### config.mk
export PLATFORM = sky130hd
export DESIGN_NAME = lzss_match_selector
export DESIGN_NICKNAME = d
export VERILOG_FILES = /design/src/rtl/lzss_sel_pkg.sv /design/src/rtl/lzss_pos_counter.sv /design/src/rtl/lzss_best_tracker.sv /design/src/rtl/lzss_cw_packer.sv /design/src/rtl/lzss_match_selector.sv
export SDC_FILE = /design/constraint.sdc
export NUM_CORES = 1
export LEC_CHECK = 0
export BUFFER_PORTS_ARGS = -buffer_cell sky130_fd_sc_hd__buf_4
export CORE_MARGIN = 3
export CORE_UTILIZATION = 54
export DETAILED_ROUTE_END_ITERATION = 7
export PLACE_DENSITY = 0.78
export SLEW_MARGIN = 25
export SYNTH_ARGS = -nofsm -noshare
export SYNTH_HDL_FRONTEND = slang
export SYNTH_SLANG_ARGS = --single-unit
### constraint.sdc
create_clock -name clk -period 2.2 [get_ports clk]
set_clock_uncertainty 0.1 [all_clocks]
set_input_delay 0 -clock clk [delete_from_list [all_inputs] [get_ports clk]]
set_output_delay 0 -clock clk [all_outputs]
set_load 0.005 [all_outputs]
### src/rtl/lzss_sel_pkg.sv
package lzss_sel_pkg;

  typedef enum logic {
    CW_LITERAL = 1'b0,
    CW_POINTER = 1'b1
  } cw_kind_e;

  function automatic int max2(input int a, input int b);
    return (a > b) ? a : b;
  endfunction

endpackage

### src/rtl/lzss_pos_counter.sv
module lzss_pos_counter #(
  parameter int POS_COUNT = 8,
  parameter int PTR_W     = 3
) (
  input  logic             clk,
  input  logic             rst_n,
  input  logic             clear,
  input  logic             step,
  output logic [PTR_W-1:0] beat_pos,
  output logic             beat_last
);
  localparam logic [PTR_W-1:0] LAST_POS = PTR_W'(POS_COUNT - 1);

  logic [PTR_W-1:0] count_q;
  logic [PTR_W-1:0] count_d;
  logic             count_en;

  // position that the beat in this cycle belongs to
  always_comb begin
    beat_pos  = clear ? '0 : count_q;
    beat_last = (beat_pos == LAST_POS);
    count_en  = clear | step;
    count_d   = beat_pos;
    if (step) begin
      count_d = beat_last ? '0 : beat_pos + 1'b1;
    end
  end

  always_ff @(posedge clk or negedge rst_n) begin
    if (!rst_n) begin
      count_q <= '0;
    end else if (count_en) begin
      count_q <= count_d;
    end
  end
endmodule

### src/rtl/lzss_best_tracker.sv
module lzss_best_tracker #(
  parameter int PTR_W = 3,
  parameter int LEN_W = 3
) (
  input  logic             clk,
  input  logic             rst_n,
  input  logic             clear,
  input  logic             step,
  input  logic             close,
  input  logic [LEN_W-1:0] len_in,
  input  logic [PTR_W-1:0] pos_in,
  output logic [LEN_W-1:0] best_len,
  output logic [PTR_W-1:0] best_ptr
);
  logic [LEN_W-1:0] len_q;
  logic [PTR_W-1:0] ptr_q;
  logic [LEN_W-1:0] base_len;
  logic [PTR_W-1:0] base_ptr;
  logic             take;
  logic             upd_en;
  logic [LEN_W-1:0] len_d;
  logic [PTR_W-1:0] ptr_d;

  always_comb begin
    base_len = clear ? '0 : len_q;
    base_ptr = clear ? '0 : ptr_q;
    take     = step && (len_in > base_len);
    best_len = take ? len_in : base_len;
    best_ptr = take ? pos_in : base_ptr;
    upd_en   = clear | step;
    if (step && close) begin
      len_d = '0;
      ptr_d = '0;
    end else begin
      len_d = best_len;
      ptr_d = best_ptr;
    end
  end

  always_ff @(posedge clk or negedge rst_n) begin
    if (!rst_n) begin
      len_q <= '0;
      ptr_q <= '0;
    end else if (upd_en) begin
      len_q <= len_d;
      ptr_q <= ptr_d;
    end
  end
endmodule

### src/rtl/lzss_cw_packer.sv
module lzss_cw_packer
  import lzss_sel_pkg::*;
#(
  parameter int PTR_W     = 3,
  parameter int LEN_W     = 3,
  parameter int SYM_W     = 8,
  parameter int MIN_MATCH = 2,
  parameter int CW_W      = 9
) (
  input  logic             clk,
  input  logic             rst_n,
  input  logic             fire,
  input  logic [LEN_W-1:0] best_len,
  input  logic [PTR_W-1:0] best_ptr,
  input  logic [SYM_W-1:0] sym,
  output logic             cw_ready,
  output logic [CW_W-1:0]  cw_out,
  output logic [LEN_W-1:0] shift_out
);
  localparam logic [LEN_W-1:0] MIN_L = LEN_W'(MIN_MATCH);

  cw_kind_e         kind;
  logic [CW_W-1:0]  cw_d;
  logic [LEN_W-1:0] shift_d;
  logic [CW_W-1:0]  cw_q;
  logic [LEN_W-1:0] shift_q;
  logic             rdy_q;

  always_comb begin
    kind = (best_len < MIN_L) ? CW_LITERAL : CW_POINTER;
    if (kind == CW_POINTER) begin
      cw_d    = {1'b1, (CW_W-1)'({best_ptr, best_len})};
      shift_d = best_len;
    end else begin
      cw_d    = {1'b0, (CW_W-1)'(sym)};
      shift_d = LEN_W'(1);
    end
  end

  always_ff @(posedge clk or negedge rst_n) begin
    if (!rst_n) begin
      cw_q    <= '0;
      shift_q <= '0;
      rdy_q   <= 1'b0;
    end else begin
      rdy_q <= fire;
      if (fire) begin
        cw_q    <= cw_d;
        shift_q <= shift_d;
      end
    end
  end

  assign cw_ready  = rdy_q;
  assign cw_out    = cw_q;
  assign shift_out = shift_q;
endmodule

### src/rtl/lzss_match_selector.sv
module lzss_match_selector
  import lzss_sel_pkg::*;
#(
  parameter int POS_COUNT = 8,
  parameter int LOOK_LEN  = 7,
  parameter int SYM_W     = 8,
  parameter int MIN_MATCH = 2,
  localparam int PTR_W    = $clog2(POS_COUNT),
  localparam int LEN_W    = $clog2(LOOK_LEN + 1),
  localparam int CW_W     = 1 + max2(PTR_W + LEN_W, SYM_W)
) (
  input  logic             clk,
  input  logic             rst_n,
  input  logic             start,
  input  logic [SYM_W-1:0] first_sym,
  input  logic             len_valid,
  input  logic [LEN_W-1:0] len_in,
  output logic             cw_ready,
  output logic [CW_W-1:0]  cw_out,
  output logic [LEN_W-1:0] shift_out
);
  logic [PTR_W-1:0] beat_pos;
  logic             beat_last;
  logic             fire;
  logic [LEN_W-1:0] best_len;
  logic [PTR_W-1:0] best_ptr;
  logic [SYM_W-1:0] sym_q;
  logic [SYM_W-1:0] sym_d;

  lzss_pos_counter #(.POS_COUNT(POS_COUNT), .PTR_W(PTR_W)) u_pos (
    .clk(clk), .rst_n(rst_n), .clear(start), .step(len_valid),
    .beat_pos(beat_pos), .beat_last(beat_last)
  );

  assign fire = len_valid & beat_last;

  lzss_best_tracker #(.PTR_W(PTR_W), .LEN_W(LEN_W)) u_best (
    .clk(clk), .rst_n(rst_n), .clear(start), .step(len_valid), .close(beat_last),
    .len_in(len_in), .pos_in(beat_pos), .best_len(best_len), .best_ptr(best_ptr)
  );

  always_comb begin
    sym_d = start ? first_sym : sym_q;
  end

  always_ff @(posedge clk or negedge rst_n) begin
    if (!rst_n) begin
      sym_q <= '0;
    end else if (start) begin
      sym_q <= sym_d;
    end
  end

  lzss_cw_packer #(
    .PTR_W(PTR_W), .LEN_W(LEN_W), .SYM_W(SYM_W), .MIN_MATCH(MIN_MATCH), .CW_W(CW_W)
  ) u_pack (
    .clk(clk), .rst_n(rst_n), .fire(fire), .best_len(best_len), .best_ptr(best_ptr),
    .sym(sym_d), .cw_ready(cw_ready), .cw_out(cw_out), .shift_out(shift_out)
  );
endmodule

==> metrics, run 1 <==
fillcell total 178; Switching Fraction 28.5%; peak supply drop 0.524 mV; synthesized instance count 150; final WL 3350 um; RD Place Congestion 0.807; Core Util, Final 76.1%; Slew @ Worst Pin 0.592 ns; # H-tree levels 2; starting density of the core 59.8%; DRC Markers 0; Vias 1259; sequential-to-total area share from yosys stat 48.5%; Final Instance Area 1970 um^2; Detailed Place HPWL 2410 um; P per Cell Area 626 nW/um^2; core area 2590 um^2; GR Overflow Total 0; CTS Buf Count 5; Synthesized Nets 170; Pleak 0.996 nW; largest cells by area after synthesis dfrtp_1 49%, mux2_2 6.5%, o21ai_0 4.9%; HP Class in -> async; internal cell power 0.882 mW; Fin Hold WS 0.0330 ns; Seq cells post-synth 30; num ports 28; Max Slew Vio Count 0; DRT Pass-1 Iters 4; full die area 3540 um^2; share of cells above drive strength 1 31.4%; fin crit period 2.08 ns; chip width 59.5 um; Data arrival, critical path 2.22 ns; Setup-failing EPs final 0; Max clock buf depth 2; clk slew on worst S/H paths 0.09 ns; critical path class reg -> reg; DR WL/cell 15.0 um; Ys Warns 0; Reg2Reg Depth 6; antenna violations before repair 0; EDFF count, synth 0; Comb pwr share 24.7%; crit start category flip-flop; ANT cells 0; CP required 2.34 ns; Nets 215; unrepaired setup endpoints after global routing no; Area Growth Syn to Fin 27.3%; placed inst area 1780 um^2; NetSw 0.351 mW; biggest area consumer among synthesized cells dfrtp_1; setup TNS 0 ns; GRT Util Overall 21.4%; status finished clean; final period utilization 94.6%; sequential power share 49.6%; vias per cell 5.62; post-synth cell types 32; clock sinks 30; clock latency on the worst-skew pair 0.32 ns; first-pass GRT wire length 5550 um; pin count of the biggest net entering global routing 31; Die H 59.5 um; Final Hold Fails 0; Root Driver clkbuf_4; CTS tree done; async set or reset register ratio after synthesis 100%; number of global-route vias before repair 1275; total of max-cap violations 0; power share of the clock group 25.6%; crit path max fanout 6; share of the synthesized area in the top cell type 48.5%; Max Freq 481 MHz; Syn Std Cell Area 1550 um^2; syn_area_per_cell 10.3 um^2; Crit. End Element flip-flop; dominant synthesized flop cell dfrtp_1; PortBufs 27; Initial DRC Count 40; relative max-transition margin 60.4%; post-route ant nets 0; Rows 18
[path summary, 6_finish.rpt]
kind                                         startpoint                      endpoint  slack (ns)
min in group clk                                  start          sym_q[0]$_DFFE_PN0P_        0.04
setup / recovery            u_best.len_q[0]$_DFFE_PN0P_  u_pack.cw_out[3]$_DFFE_PN0P_        0.12
hold reg to reg            u_pack.cw_out[4]$_DFFE_PN0P_  u_pack.cw_out[4]$_DFFE_PN0P_        0.39
max in group asynchronous                         rst_n     u_pack.cw_ready$_DFF_PN0_        1.69
setup reg to reg            u_best.len_q[0]$_DFFE_PN0P_  u_pack.cw_out[3]$_DFFE_PN0P_        0.12
hold / removal                                    rst_n          sym_q[2]$_DFFE_PN0P_        0.03
[flip-flops by register name, summed over array words and instances, names as in the netlist]
| name | count |
|---|---|
| u_pack.cw_out | 9 |
| sym_q | 8 |
| u_best.len_q | 3 |
| u_best.ptr_q | 3 |
| u_pack.shift_out | 3 |
| u_pos.count_q | 3 |
| u_pack.cw_ready | 1 |
[area by class of cell]
| class | count | area, um^2 | share of cell area, % |
|---|---|---|---|
| multi-input combinational | 103 | 729 | 37.0 |
| inverter | 11 | 41.3 | 2.10 |
| tap | 30 | 37.5 | 1.90 |
| clock buffer | 6 | 51.3 | 2.60 |
| timing repair buffer | 44 | 360 | 18.3 |
| sequential | 30 | 751 | 38.1 |
[cells in the final DEF (no fill, tap or decap), types with 2 or more instances in the layout]
cell           netlist  routed
buf_4                1      32
dfrtp_1             30      30
nand2_1             17      17
o21ai_0             15      14
nor2_1              12      12
dlygate4sd3_1        0      12
inv_1               11      11
mux2_2               9       9
mux2i_1              6       6
ha_1                 5       5
clkbuf_4             0       5
nor2b_1              4       4
a31o_2               4       4
o211ai_1             3       3
and4_2               3       3
a21oi_1              3       3
o2bb2ai_1            3       3
o21ai_1              2       3
nand2b_1             2       2
o211a_1              2       2
a21oi_2              2       2
[power groups by stage]
| stage | combinational, mW | clock, mW | sequential, mW |
|---|---|---|---|
| 6_report | 0.305 | 0.316 | 0.612 |
| 5_1_grt | 0.335 | 0.346 | 0.617 |
| 4_1_cts | 0.290 | 0.325 | 0.611 |
| 3_5_place_dp | 0.271 | 0 | 0.622 |
| 3_3_place_gp | 0.261 | 0 | 0.618 |
| 2_1_floorplan | 0.194 | 0 | 0.616 |
[synth_stat cells (2+ instances only)]
library cell,n
nand2_1,17
buf_6,2
mux2_2,9
ha_1,5
a21oi_1,3
and4_2,3
and3_1,2
o211ai_1,3
inv_1,11
a31o_2,4
o211a_1,2
dfrtp_1,30
nor2b_1,4
a21oi_2,2
o2bb2ai_1,3
o21ai_1,2
mux2i_1,6
o21ai_0,15
nor2_1,12
nand2b_1,2
buf_2,2
[routing by layer]
layer  wire length [um]  global-route usage, %
met5                  0                      0
met4                 46                   9.18
met3                184                   6.10
met2               1600                   35.3
met1               1520                   26.0
[timing repair]
action | in CTS | in global routing
endpoints found under the hold margin | 46 | 0
gates resized for setup | 0 | 4
hold buffers | 12 | 0
setup endpoints to repair | 0 | 16
setup buffers | 0 | 0
[critical path, stage by stage (launching register included)]
cell	delay (ns)
dfrtp_1	0.37
nor2b_1	0.22
ha_1	0.30
a31oi_4	0.26
and3_2	0.27
mux2_2	0.34
o21ai_0	0.14
[through the flow]
stage / power, mW / setup slack, ns / std cells
finish: 1.23 / 0.120 / 224
global route: 1.30 / 0.0129 / 224
CTS: 1.23 / 0.0128 / 224
detailed placement: 0.894 / 0.0388 / 206
global placement: 0.879 / 0.154 / 206
floorplan: 0.810 / 0.210 / 150
[logic make-up after synthesis]
logic type / share of synthesized area, %
flops: 48.5
fa+ha+maj: 4.04
xor+xnor: 0.566
simple gates: 13.3
buf+inv: 5.50
compound gates: 16.7
mux: 11.4
Note: power is estimated with default switching activity, not from simulation.
==> run 2: changes to the inputs <==
CORE_UTILIZATION = 50   (was 54)
PLACE_DENSITY = 0.73   (was 0.78)
==> run 2 against run 1 <==
  * Sequential share of layout area grew 0.073 points
  * Critical path depth stayed put
  * Clock power rose by 7.3%
  * Critical endpoint unchanged
==> metrics, run 2 (synthesis gave the netlist of run 1 again) <==
status finished clean (unchanged); Root Driver clkbuf_4 (unchanged); DRT Pass-1 Iters 6 (was 4); Die H 61.6 um (was 59.5 um); Initial DRC Count 35 (was 40); Max Slew Vio Count 0 (unchanged); WHS Endpoint u_pack.cw_out[2]$_DFFE_PN0P_; ANT cells 0 (unchanged); pin count of the biggest net entering global routing 31 (unchanged); GRT Util Overall 19.1% (was 21.4%); placed insts 206 (unchanged); core area 2850 um^2 (was 2590 um^2); DR WL/cell 14.2 um (was 15.0 um); Rows 19 (was 18); peak supply drop 0.381 mV (was 0.524 mV); Crit. End Element flip-flop (unchanged); Max Freq 489 MHz (was 481 MHz); vias per cell 5.46 (was 5.62); FF/Latch Area 751 um^2 (unchanged); clock sinks 30 (unchanged); clk slew on worst S/H paths 0.09 ns (about the same); internal cell power 0.887 mW (was 0.882 mW); post-route ant nets 0 (unchanged); Detailed Place HPWL 2330 um (was 2410 um); Hold Startpoint len_in[1]; Area Growth Syn to Fin 27.1% (was 27.3%); P per Cell Area 631 nW/um^2 (was 626 nW/um^2); RD Place Congestion 0.859 (was 0.807); Final Hold Fails 0 (unchanged); Setup-failing EPs final 0 (unchanged); most frequent cells in the layout 31 x buf_4, 30 x dfrtp_1, 17 x nand2_1 (was 32 x buf_4, 30 x dfrtp_1, 17 x nand2_1); max reg flops 9 (unchanged); Post-CTS Setup Bufs 0 (unchanged); crit start category flip-flop (unchanged); Nets 214 (was 215); num ports 28 (unchanged); share of cells above drive strength 1 31.8% (was 31.4%); post-route setup slack 0.156 ns (was 0.120 ns); fin crit period 2.04 ns (was 2.08 ns); first-pass GRT wire length 5240 um (was 5550 um); DRC Markers 0 (unchanged); reg-to-reg startpoint u_best.len_q[0]$_DFFE_PN0P_ (unchanged); clock latency on the worst-skew pair 0.32 ns (about the same); # H-tree levels 2 (unchanged); HP Class in -> reg (was in -> async); total of max-cap violations 0 (unchanged); Hold Path Cell Cnt 4; antenna violations before repair 0 (unchanged); full die area 3800 um^2 (was 3540 um^2); Switching Fraction 28.5% (about the same); chip width 61.6 um (was 59.5 um); GR Overflow Total 0 (unchanged); unrepaired setup endpoints after global routing no (unchanged); Multi-input gate area 723 um^2 (was 729 um^2); NetSw 0.354 mW (was 0.351 mW); Register-to-Register Setup Slack 0.16 ns (was 0.12 ns); CTS Buf Count 5 (unchanged); Core Util, Final 68.9% (was 76.1%); CP required 2.35 ns (was 2.34 ns); pre-CTS setup slack 0.0994 ns (was 0.0388 ns); power share of the clock group 27.3% (was 25.6%); final period utilization 92.9% (was 94.6%); fillcell total 224 (was 178); R2R Path End u_pack.cw_out[3]$_DFFE_PN0P_ (unchanged); Max clock buf depth 2 (unchanged); crit path max fanout 4 (was 6); Comb pwr share 23.5% (was 24.7%); critical path class reg -> reg (unchanged); final WL 3210 um (was 3350 um); setup TNS 0 ns (unchanged); CTS tree done (unchanged); sequential power share 49.2% (was 49.6%); Reg2Reg Depth 6 (unchanged); Fin Hold WS 0.0216 ns (was 0.0330 ns); most common cell after layout, fill and taps aside buf_4 (unchanged); Slew @ Worst Pin 0.566 ns (was 0.592 ns); Data arrival, critical path 2.19 ns (was 2.22 ns); number of global-route vias before repair 1189 (was 1275); Pleak 0.996 nW (about the same); relative max-transition margin 62.2% (was 60.4%); starting density of the core 54.3% (was 59.8%); Vias 1235 (was 1259); PortBufs 27 (unchanged); final non-filler cell total 226 (was 224)
-- run 2: changes by cell type in the layout (fill, tap and decap cells not counted) --
cell,previous run,this run
a31oi_2,0,1
a31oi_4,1,0
buf_4,32,31
clkbuf_1,0,1
clkinv_2,0,1
nor2b_1,4,3
nor2b_2,0,1
o21ai_0,14,15
o21ai_1,3,2
-- run 2: critical path: stages, from the launching register on --
cell and delay (ns):
dfrtp_1 0.39, nor2b_2 0.18, ha_1 0.29, a31oi_2 0.25, and3_2 0.28, mux2_2 0.35, o21ai_0 0.14
-- run 2: area by class of cell --
| class | instances | area share, % |
|---|---|---|
| sequential | 30 | 38.2 |
| multi-input combinational | 103 | 36.8 |
| timing repair buffer | 43 | 17.9 |
| clock buffer | 7 | 2.80 |
| inverter | 11 | 2.10 |
| tap | 31 | 1.97 |
| clock inverter | 1 | 0.254 |
-- run 2: timing repair --
action	in CTS	in global routing
setup endpoints to repair	0	2
hold endpoints to repair	49	0
hold buffers	12	0
resized for setup	0	3
-- run 2: worst max path at each step --
stage                                start                            to  slack [ns]  cells past startpoint
2_1_floorplan  u_best.len_q[0]$_DFFE_PN0P_  u_pack.cw_out[3]$_DFFE_PN0P_        0.21                      7
3_3_place_gp   u_best.len_q[0]$_DFFE_PN0P_  u_pack.cw_out[3]$_DFFE_PN0P_        0.21                      6
3_5_place_dp   u_best.len_q[0]$_DFFE_PN0P_  u_pack.cw_out[3]$_DFFE_PN0P_         0.1                      6
4_1_cts        u_best.len_q[0]$_DFFE_PN0P_  u_pack.cw_out[3]$_DFFE_PN0P_        0.07                      6
5_1_grt        u_best.len_q[1]$_DFFE_PN0P_  u_pack.cw_out[3]$_DFFE_PN0P_        0.03                      7
6_report       u_best.len_q[0]$_DFFE_PN0P_  u_pack.cw_out[3]$_DFFE_PN0P_        0.16                      6
-- run 2: per-stage QoR --
stage               power (mW)  area [um^2]
floorplan                0.810         1550
global placement         0.878         1780
detailed placement       0.888         1780
CTS                       1.25         1960
global route              1.32         1970
finish                    1.24         1970
-- run 2: power by group through the flow --
stage | Sequential, mW | Clock, mW | Combinational, mW
3_5_place_dp | 0.621 | 0 | 0.267
3_3_place_gp | 0.618 | 0 | 0.259
6_report | 0.610 | 0.339 | 0.292
5_1_grt | 0.615 | 0.379 | 0.325
2_1_floorplan | 0.616 | 0 | 0.194
4_1_cts | 0.609 | 0.354 | 0.288
-- run 2: routing by layer --
metal  global-route usage, %  wire [um]  up-vias
li1                        -          -      609
met1                    24.0       1500      586
met2                    31.4       1530       36
met3                    6.71        143        4
met4                    4.85         31        0
met5                       0          0        -
